[src/rtl/hit_pkt_pkg.sv]
package hit_pkt_pkg;
  localparam int HIT_W  = 128;
  localparam int BC_W   = 12;
  localparam int EC_W   = 8;
  localparam int FLAG_W = 4;
  localparam int ID_W   = 12;
  localparam int TAG_W  = 4;
  localparam int CRC_W  = 16;
  localparam int WORD_W = 16;
  localparam int BODY_W = 3 * WORD_W + HIT_W;
  localparam int FRAME_W = BODY_W + CRC_W;

  localparam logic [TAG_W-1:0] TAG_BC = 4'b1010;
  localparam logic [TAG_W-1:0] TAG_EC = 4'b1100;
  localparam logic [TAG_W-1:0] TAG_ID = 4'b1110;

  localparam logic [CRC_W-1:0] CRC_POLY = 16'h1021;
  localparam logic [CRC_W-1:0] CRC_INIT = 16'hFFFF;
endpackage

[src/rtl/hit_pkt_ctrl.sv]
module hit_pkt_ctrl #(
  parameter int FRAME_W = 192,
  parameter int BODY_W  = 176,
  localparam int CNT_W  = $clog2(FRAME_W)
) (
  input  logic             clk_i,
  input  logic             rst_ni,
  input  logic             start_i,
  output logic             busy_o,
  output logic             load_o,
  output logic             crc_phase_o,
  output logic [CNT_W-1:0] cnt_o
);
  localparam logic [CNT_W-1:0] LAST    = CNT_W'(FRAME_W - 1);
  localparam logic [CNT_W-1:0] CRC_BEG = CNT_W'(BODY_W);

  logic             busy_q;
  logic [CNT_W-1:0] cnt_q;

  assign load_o      = start_i & ~busy_q;
  assign busy_o      = busy_q;
  assign cnt_o       = cnt_q;
  assign crc_phase_o = busy_q & (cnt_q >= CRC_BEG);

  always_ff @(posedge clk_i or negedge rst_ni) begin
    if (!rst_ni) begin
      busy_q <= 1'b0;
      cnt_q  <= '0;
    end else if (load_o) begin
      busy_q <= 1'b1;
      cnt_q  <= '0;
    end else if (busy_q) begin
      if (cnt_q == LAST) begin
        busy_q <= 1'b0;
        cnt_q  <= '0;
      end else begin
        cnt_q <= cnt_q + 1'b1;
      end
    end
  end

  p_cnt_range_r1: assert property (@(posedge clk_i) disable iff (!rst_ni)
    busy_q |-> cnt_q <= LAST);
  p_frame_end_r1: assert property (@(posedge clk_i) disable iff (!rst_ni)
    (busy_q && cnt_q == LAST) |=> !busy_q);
  p_start_ignored_r7: assert property (@(posedge clk_i) disable iff (!rst_ni)
    (busy_q && start_i && cnt_q != LAST) |=> (busy_q && cnt_q == $past(cnt_q) + 1'b1));
endmodule

[src/rtl/hit_pkt_shift.sv]
module hit_pkt_shift #(
  parameter int W = 176
) (
  input  logic         clk_i,
  input  logic         rst_ni,
  input  logic         load_i,
  input  logic         shift_i,
  input  logic [W-1:0] data_i,
  output logic         msb_o
);
  logic [W-1:0] sh_q;

  always_ff @(posedge clk_i or negedge rst_ni) begin
    if (!rst_ni)      sh_q <= '0;
    else if (load_i)  sh_q <= data_i;
    else if (shift_i) sh_q <= {sh_q[W-2:0], 1'b0};
  end

  assign msb_o = sh_q[W-1];

  p_load_shift_excl_r8: assert property (@(posedge clk_i) disable iff (!rst_ni)
    (shift_i && !load_i) |=> sh_q[W-1] == $past(sh_q[W-2]));
endmodule

[src/rtl/hit_pkt_crc.sv]
module hit_pkt_crc #(
  parameter int              W    = 16,
  parameter logic [W-1:0]    POLY = 16'h1021,
  parameter logic [W-1:0]    INIT = 16'hFFFF
) (
  input  logic clk_i,
  input  logic rst_ni,
  input  logic init_i,
  input  logic upd_i,
  input  logic bit_i,
  input  logic emit_i,
  output logic msb_o
);
  logic [W-1:0] crc_q;
  logic         fb;

  assign fb = crc_q[W-1] ^ bit_i;

  always_ff @(posedge clk_i or negedge rst_ni) begin
    if (!rst_ni)      crc_q <= '0;
    else if (init_i)  crc_q <= INIT;
    else if (upd_i)   crc_q <= {crc_q[W-2:0], 1'b0} ^ (fb ? POLY : '0);
    else if (emit_i)  crc_q <= {crc_q[W-2:0], 1'b0};
  end

  assign msb_o = crc_q[W-1];

  p_upd_emit_excl_r6: assert property (@(posedge clk_i) disable iff (!rst_ni)
    !(upd_i && emit_i));
endmodule

[src/rtl/hit_pkt_serializer.sv]
module hit_pkt_serializer
  import hit_pkt_pkg::*;
#(
  parameter int HW = HIT_W,
  parameter int BW = BC_W,
  parameter int EW = EC_W,
  parameter int FW = FLAG_W,
  parameter int IW = ID_W,
  localparam int BODY  = 3 * TAG_W + BW + EW + FW + IW + HW,
  localparam int FRAME = BODY + CRC_W,
  localparam int CNT_W = $clog2(FRAME)
) (
  input  logic          clk_i,
  input  logic          rst_ni,
  input  logic          start_i,
  input  logic [HW-1:0] hits_i,
  input  logic [BW-1:0] bunch_cnt_i,
  input  logic [EW-1:0] event_cnt_i,
  input  logic [FW-1:0] flags_i,
  input  logic [IW-1:0] chip_id_i,
  output logic          serial_o,
  output logic          data_valid_o,
  output logic          busy_o
);
  logic             busy, load, crc_phase;
  logic [CNT_W-1:0] cnt;
  logic             body_bit, crc_bit;
  logic [BODY-1:0]  body;

  // channel 127 lands in the MSB side so it leaves first
  assign body = {TAG_BC, bunch_cnt_i, TAG_EC, event_cnt_i, flags_i,
                 TAG_ID, chip_id_i, hits_i};

  hit_pkt_ctrl #(.FRAME_W(FRAME), .BODY_W(BODY)) i_ctrl (
    .clk_i       (clk_i),
    .rst_ni      (rst_ni),
    .start_i     (start_i),
    .busy_o      (busy),
    .load_o      (load),
    .crc_phase_o (crc_phase),
    .cnt_o       (cnt)
  );

  hit_pkt_shift #(.W(BODY)) i_shift (
    .clk_i   (clk_i),
    .rst_ni  (rst_ni),
    .load_i  (load),
    .shift_i (busy & ~crc_phase),
    .data_i  (body),
    .msb_o   (body_bit)
  );

  hit_pkt_crc #(.W(CRC_W), .POLY(CRC_POLY), .INIT(CRC_INIT)) i_crc (
    .clk_i  (clk_i),
    .rst_ni (rst_ni),
    .init_i (load),
    .upd_i  (busy & ~crc_phase),
    .bit_i  (body_bit),
    .emit_i (crc_phase),
    .msb_o  (crc_bit)
  );

  assign serial_o     = busy & (crc_phase ? crc_bit : body_bit);
  assign data_valid_o = busy;
  assign busy_o       = busy;

  p_idle_low_r10: assert property (@(posedge clk_i) disable iff (!rst_ni)
    !data_valid_o |-> !serial_o);
  p_bc_tag_r2: assert property (@(posedge clk_i) disable iff (!rst_ni)
    (busy && cnt == CNT_W'(0)) |-> serial_o);
  p_ec_tag_r3: assert property (@(posedge clk_i) disable iff (!rst_ni)
    (busy && cnt == CNT_W'(18)) |-> !serial_o);
  p_id_tag_r4: assert property (@(posedge clk_i) disable iff (!rst_ni)
    (busy && cnt == CNT_W'(34)) |-> serial_o);
endmodule

[config.mk]
export PLATFORM = sky130hd
export DESIGN_NAME = hit_pkt_serializer
export DESIGN_NICKNAME = d
export VERILOG_FILES = /design/src/rtl/hit_pkt_pkg.sv /design/src/rtl/hit_pkt_ctrl.sv /design/src/rtl/hit_pkt_shift.sv /design/src/rtl/hit_pkt_crc.sv /design/src/rtl/hit_pkt_serializer.sv
export SDC_FILE = /design/constraint.sdc
export NUM_CORES = 1
export LEC_CHECK = 0
export ABC_CLOCK_PERIOD_IN_PS = 5350
export BUFFER_PORTS_ARGS = -buffer_cell sky130_fd_sc_hd__buf_4
export CORE_ASPECT_RATIO = 0.5
export CORE_UTILIZATION = 30
export DETAILED_ROUTE_END_ITERATION = 16
export PLACE_DENSITY = 0.51
export SYNTH_ARGS = -nofsm -noshare
export SYNTH_HDL_FRONTEND = slang
export SYNTH_SLANG_ARGS = --single-unit
[constraint.sdc]
create_clock -name clk_i -period 5.35 [get_ports clk_i]
set_input_delay 0.8025 -clock clk_i [delete_from_list [all_inputs] [get_ports clk_i]]
set_output_delay 0.8025 -clock clk_i [all_outputs]
set_load 0.01 [all_outputs]
==> impl_metrics.csv, run 1 <==
group,metric,value,unit
cells_and_area,multi_input_area,5180,µm²
yosys,synth-seq-area-share,47.0,%
detailed_routing,drc_errors,0,
power_and_ir_drop,power_density,517,nW/µm²
power_and_ir_drop,switchingPower,1900,µW
power_and_ir_drop,power.leakage,0.00632,µW
global_routing,antenna_found_initial,0,
power_and_ir_drop,p_seq_share,37.4,%
yosys,ys_ff_latch,201,
timing,fin_ws,2.40,ns
timing,final_max_slew_viol_count,0,
yosys,synth_top_area_cell,"dfrtp_1",
cells_and_area,drive_gt1_share,58.6,%
job,maxCapViolCount,0,
cts,root_buffer,"clkbuf_16",
power_and_ir_drop,p_int,4790,µW
critical_path,worstSetupStartpointType,"flip-flop",
global_routing,grt_pass1_wl,35.5,mm
global_routing,grt_max_degree,99,
yosys,avgSynthCellArea,14.9,µm²
cts,post_cts_buffers,0,
cells_and_area,stdcell_count,1362,
power_and_ir_drop,peakVddDrop,0.248,mV
floorplanning,design.core.area,34800,µm²
cts,htreeDepth,1,
yosys,ys_warn_count,0,
detailed_routing,avgRoutedWirePerCell,16.1,µm
global_routing,track_usage,11.9,%
power_and_ir_drop,comb_power_share,39.8,%
critical_path,critPathKind,"reg2reg",
power_and_ir_drop,power_frac_clock,22.8,%
power_and_ir_drop,swShare,28.4,%
critical_path,cp-end-kind,"flip-flop",
critical_path,cp_max_fo,60,
timing,slew_headroom,38.3,%
floorplanning,dieArea,36500,µm²
critical_path,ff2ff_path_depth,4,
floorplanning,die_w,269,µm
timing,fin_crit_sh,55.1,%
yosys,synth_edf_count,0,
cells_and_area,syn_to_final_growth,20.9,%
detailed_routing,via_count,5967,
cts,numCtsBuffers,23,
placement,port_buffers,169,
cells_and_area,nNetsFinal,1042,
power_and_ir_drop,p_total,6690,µW
status,status,"finished, final reports clean",
worst_hold_path,hp-class,"in2async",
yosys,synth_top_area_share,47.0,%
yosys,async_flop_share,100,%
cts,worstSkewPairLatency,0.53,ns
critical_path,crit_arrival,3.34,ns
cells_and_area,num_antenna_cells,0,
cts,path_clk_slew,0.06,ns
timing,skew,0.0200,ns
placement,dpl.hpwl,14.3,mm
cts,cts_tree,"done",
global_routing,met2_usage,20.4,%
critical_path,worstPathRequired,5.74,ns
yosys,synthMostInstantiatedCell,"dfrtp_1",
yosys,syn-num-nets,887,
placement,placed_cells,1323,
yosys,synthFlopType,"dfrtp_1",
cts,clock-sinks,201,
yosys,syn-instance-count,718,
critical_path,worstReg2RegEnd,"i_shift.sh_q[97]",
cts,clock_path_buffers,3,
yosys,synth_area_leaders,"dfrtp_1 47%, mux2_4 27%, mux2_2 11%",
yosys,synth_cell_types,37,
placement,pre_cts_slack,2.26,ns
timing,fmax,339,MHz
timing,worst_pin_slew,0.925,ns
global_routing,grt_pass1_vias,6550,
floorplanning,io_pins,170,
critical_path,r2r-start,"i_ctrl.busy_o",
detailed_routing,via_per_inst,4.38,
floorplanning,die_h,136,µm
global_routing,use_met1,15.6,%
yosys,synth_area,10700,µm²
cells_and_area,fill_cells,3378,
global_routing,gr-total-overflow,0,
cts,cts_resized,0,
floorplanning,core.rowCount,48,
global_routing,grt-busiest-layer,"met2",
placement,gp_congestion,0.736,
global_routing,global_route.usage.met3,2.62,%
detailed_routing,drt_wl_total,21.9,mm
critical_path,rrSetupSlack,2.40,ns
detailed_routing,antenna_left,0,
timing,finalCriticalPeriod,2.95,ns
timing,fin_tns_setup,0,ns
cells_and_area,ff_latch_area,5030,µm²
cts,postCtsHoldBufs,0,
detailed_routing,drt_first_iter_violations,289,
floorplanning,start_util,30.7,%
timing,grt_setup_unrepaired,"no",
timing,finalSetupViolCount,0,
detailed_routing,dr.pass1.iters,4,
timing,hold_viol_final,0,
yosys,synth_common_cells,"201 x dfrtp_1, 196 x mux2_4, 107 x mux2_2",
logic make-up (layout without fill, tap and decap cells):
| logic type | after synthesis | in the layout | share of synthesized area, % |
|---|---|---|---|
| AO/OA/AOI/OAI | 46 | 46 | 2.69 |
| XOR/XNOR | 1 | 1 | 0.0818 |
| buffers and inverters | 58 | 227 | 4.63 |
| AND/OR/NAND/NOR | 74 | 74 | 3.25 |
| flip-flops | 201 | 201 | 47.0 |
| adder cells (fa/ha/maj) | 2 | 2 | 0.234 |
| multiplexers | 336 | 336 | 42.1 |
routing by layer:
metal / part of all wire (%) / up-vias
met5: 0 / -
met4: 1.5 / 0
met3: 3.2 / 23
met2: 50 / 58
met1: 45 / 3012
li1: - / 2874
critical path, cell delays in order (launching register included):
cell,delay (ns)
dfrtp_1,0.80
nor2_1,0.32
a31oi_4,0.81
buf_12,0.46
mux2_4,0.35
area by class of cell:
cell class	instances	area share (%)
inverters	8	0.232
repair buffers	180	10.8
multi-input cells	459	40.0
flip-flops and latches	201	38.9
well taps	475	4.59
clock inverters	9	0.628
clock buffers	30	4.88
power groups by stage:
stage	logic, µW	clock network, µW	registers, µW
finish	2660	1520	2500
floorplan	2420	0	2400
global placement	2620	0	2510
global route	2890	1650	2590
CTS	2710	1590	2510
detailed placement	2700	0	2520
cell usage in the layout, fill, tap and decap left out, types with 2 or more instances in the layout:
cell        count
clkinv_2        4
mux2_4        196
dfrtp_1       201
nand3_1         6
a21o_1          2
clkinvlp_4      3
buf_4         176
mux2_2        107
clkbuf_16      23
clkbuf_8        4
o21ai_0        20
inv_1           8
ha_1            2
a211oi_1        5
buf_12          3
mux2i_1         5
mux2_1         28
and3b_1         2
nor2b_1         7
o211ai_1        3
nand2_1        25
nor2_1         24
nor3_1          3
clkbuf_1        4
a21oi_1        10
per-stage QoR:
stage                     util, %  cell area, µm²  hold WS [ns]
after global placement       35.1           12200         0.459
after detailed placement     35.1           12200         0.472
after CTS                    37.2           12900         0.365
final                        37.2           12900         0.351
after global routing         37.2           12900         0.392
after floorplan                 -           10700         0.451
worst max-delay path by stage:
| stage | start | cells past startpoint | slack, ns | to |
|---|---|---|---|---|
| global placement | start_i | 5 | 2.32 | i_shift.sh_q[163] |
| global route | i_ctrl.busy_o | 4 | 2.19 | i_shift.sh_q[164] |
| detailed placement | start_i | 5 | 2.26 | i_shift.sh_q[164] |
| CTS | i_ctrl.busy_o | 4 | 2.34 | i_shift.sh_q[164] |
| finish | i_ctrl.busy_o | 4 | 2.40 | i_shift.sh_q[97] |
| floorplan | start_i | 7 | 3.21 | i_shift.sh_q[123] |
sequential cells by signal, summed over array words and instances, names as in the netlist:
signal / flops
i_shift.sh_q: 176
i_crc.crc_q: 16
i_ctrl.cnt_o: 8
i_ctrl.busy_o: 1
(Power assumes the default switching activity.)
==> inputs of run 2 (changes only) <==
--- a/config.mk
+++ b/config.mk
@@ -5,12 +5,12 @@
 export SDC_FILE = /design/constraint.sdc
 export NUM_CORES = 1
 export LEC_CHECK = 0
-export ABC_CLOCK_PERIOD_IN_PS = 5350
+export ABC_CLOCK_PERIOD_IN_PS = 2600
 export BUFFER_PORTS_ARGS = -buffer_cell sky130_fd_sc_hd__buf_4
 export CORE_ASPECT_RATIO = 0.5
 export CORE_UTILIZATION = 30
 export DETAILED_ROUTE_END_ITERATION = 16
-export PLACE_DENSITY = 0.51
+export PLACE_DENSITY = 0.52
 export SYNTH_ARGS = -nofsm -noshare
 export SYNTH_HDL_FRONTEND = slang
 export SYNTH_SLANG_ARGS = --single-unit
==> constraint.sdc (replaced) <==
create_clock -name clk_i -period 2.6 [get_ports clk_i]
set_input_delay 0.39 -clock clk_i [delete_from_list [all_inputs] [get_ports clk_i]]
set_output_delay 0.39 -clock clk_i [all_outputs]
set_load 0.01 [all_outputs]
==> run 2 against run 1 <==
Compared with the run above:
- sequential share of layout area shrank 0.67 points
- routed wire length rose by 1.8%
- highest routed layer unchanged
- setup slack got worse by 2.2 ns
- largest cell class unchanged
==> impl_metrics.csv, run 2 (synthesis results as in run 1) <==
group,metric,value,unit
status,status,"finished, final reports clean",
timing,grt_setup_unrepaired,"no",
power_and_ir_drop,comb_power_share,40.4,%
cts,cts_tree,"done",
detailed_routing,dr.pass1.iters,4,
critical_path,worstSetupStartpointType,"flip-flop",
timing,fmax,417,MHz
global_routing,grt_pass1_wl,36.2,mm
cells_and_area,fill_cells,3334,
cts,htreeDepth,1,
global_routing,gr-total-overflow,0,
cts,worstSkewPairLatency,0.52,ns
cells_and_area,finalCoreUtilization,37.8,%
timing,skew,0.0138,ns
cells_and_area,final_cell_mix,"200 x dfrtp_1, 196 x mux2_4, 173 x buf_4",
worst_hold_path,hold_depth,3,
cts,numCtsBuffers,22,
cells_and_area,num_antenna_cells,0,
critical_path,worstPathRequired,2.21,ns
critical_path,max_stage_delay,0.54,ns
placement,dpl.hpwl,15.2,mm
power_and_ir_drop,swShare,28.3,%
power_and_ir_drop,peakVddDrop,0.485,mV
job,maxCapViolCount,0,
timing,hold_viol_final,0,
critical_path,critPathKind,"reg2out",
global_routing,track_usage,12.2,%
power_and_ir_drop,p_seq_share,36.9,%
power_and_ir_drop,p_int,10000,µW
critical_path,ff2ff_path_depth,4,
cells_and_area,multi_input_area,5180,µm²
critical_path,cp-end-kind,"output pin",
timing,slew_headroom,59.7,%
cells_and_area,largest_register_ffs,176,
cells_and_area,regMostFlops,"i_shift.sh_q",
detailed_routing,drt_first_iter_violations,227,
floorplanning,dieArea,36500,µm²
timing,worst_pin_slew,0.596,ns
cts,path_clk_slew,0.06,ns
timing,finalSetupViolCount,0,
timing,finalCriticalPeriod,2.40,ns
floorplanning,io_pins,170,
detailed_routing,via_count,6064,
cells_and_area,final_common_cell,"dfrtp_1",
power_and_ir_drop,power_density,1060,nW/µm²
floorplanning,die_h,136,µm
cts,clock-sinks,201,
cts,clock_path_buffers,3,
critical_path,crit_top_cell,"buf_4",
detailed_routing,antenna_left,0,
worst_hold_path,hp-class,"in2reg",
critical_path,cp_max_fo,39,
placement,gp_congestion,0.722,
global_routing,antenna_found_initial,0,
cells_and_area,syn_to_final_growth,23.0,%
floorplanning,core.rowCount,48,
cts,post_cts_buffers,0,
timing,fin_tns_setup,0,ns
floorplanning,start_util,30.7,%
detailed_routing,drc_errors,0,
power_and_ir_drop,power_frac_clock,22.7,%
cells_and_area,ff_latch_area,5030,µm²
global_routing,grt_max_degree,61,
timing,fin_crit_sh,92.2,%
placement,port_buffers,169,
critical_path,rrSetupSlack,0.49,ns
global_routing,grt_pass1_vias,6692,
detailed_routing,avgRoutedWirePerCell,16.2,µm
cells_and_area,drive_gt1_share,58.9,%
power_and_ir_drop,power.leakage,0.00642,µW
power_and_ir_drop,switchingPower,3950,µW
critical_path,slowest_stage,"dfrtp_2",
floorplanning,die_w,269,µm
cells_and_area,nNetsFinal,1050,
timing,final_max_slew_viol_count,0,
cts,root_buffer,"clkbuf_16",
critical_path,crit_chain,"buf_4 > inv_1 > a21oi_1 > buf_4",
detailed_routing,via_per_inst,4.42,
floorplanning,design.core.area,34800,µm²
critical_path,crit_arrival,2.01,ns
detailed_routing,drt_wl_total,22.3,mm
==> run 2: stage by stage <==
stage	cell area [µm²]	setup WS (ns)	hold WS, ns	std cells	total power (µW)
6_report	13200	0.203	0.0842	1372	14000
5_1_grt	13200	0.0625	0.0988	1372	14900
4_1_cts	13200	0.148	0.0571	1372	14200
3_5_place_dp	12400	0.469	0.420	1331	10900
3_3_place_gp	12400	0.492	0.420	1331	10700
2_1_floorplan	10700	0.836	0.0944	718	9910
==> run 2: path summary, 6_finish.rpt <==
check	from	to
max in group asynchronous	rst_ni	i_shift.sh_q[114]
hold reg to reg	i_crc.crc_q[5]	i_crc.crc_q[6]
setup / recovery	i_ctrl.busy_o	serial_o
setup reg to reg	i_ctrl.cnt_o[6]	i_shift.sh_q[123]
hold / removal	hits_i[0]	i_shift.sh_q[0]
min in group asynchronous	rst_ni	i_shift.sh_q[8]
==> run 2: repair_timing <==
item,in CTS,in global routing
hold buffers,1,0
endpoints found under the hold margin,57,0
resized for setup,1,0
setup endpoints to repair,1,0
==> run 2: power groups by stage <==
stage	clock network, µW	registers [µW]	logic (µW)
3_3_place_gp	0	5170	5540
4_1_cts	3300	5170	5720
3_5_place_dp	0	5200	5690
5_1_grt	3430	5340	6130
6_report	3170	5160	5640
2_1_floorplan	0	4940	4970
==> run 2: per-layer routing <==
| metal | track usage (%) | vias up | share of wire, % |
|---|---|---|---|
| met4 | 2.48 | 0 | 1.6 |
| met5 | 0 | - | 0 |
| met3 | 2.39 | 26 | 2.7 |
| met1 | 15.6 | 3108 | 44 |
| met2 | 21.6 | 50 | 51 |
| li1 | - | 2880 | - |
==> run 2: worst max-delay path: cells and delay by family, from the launching register on <==
kind | cells | cell delay (ns)
buffers and inverters | 3 | 0.77
AO/OA/AOI/OAI | 1 | 0.17
flip-flops | 1 | 0.54
==> run 2: layout make-up <==
type,instances,share of cell area (%)
tap,475,4.51
sequential,201,38.2
multi-input combinational,459,39.3
inverter,8,0.228
timing repair buffer,189,12.2
clock buffer,35,5.08
clock inverter,5,0.484
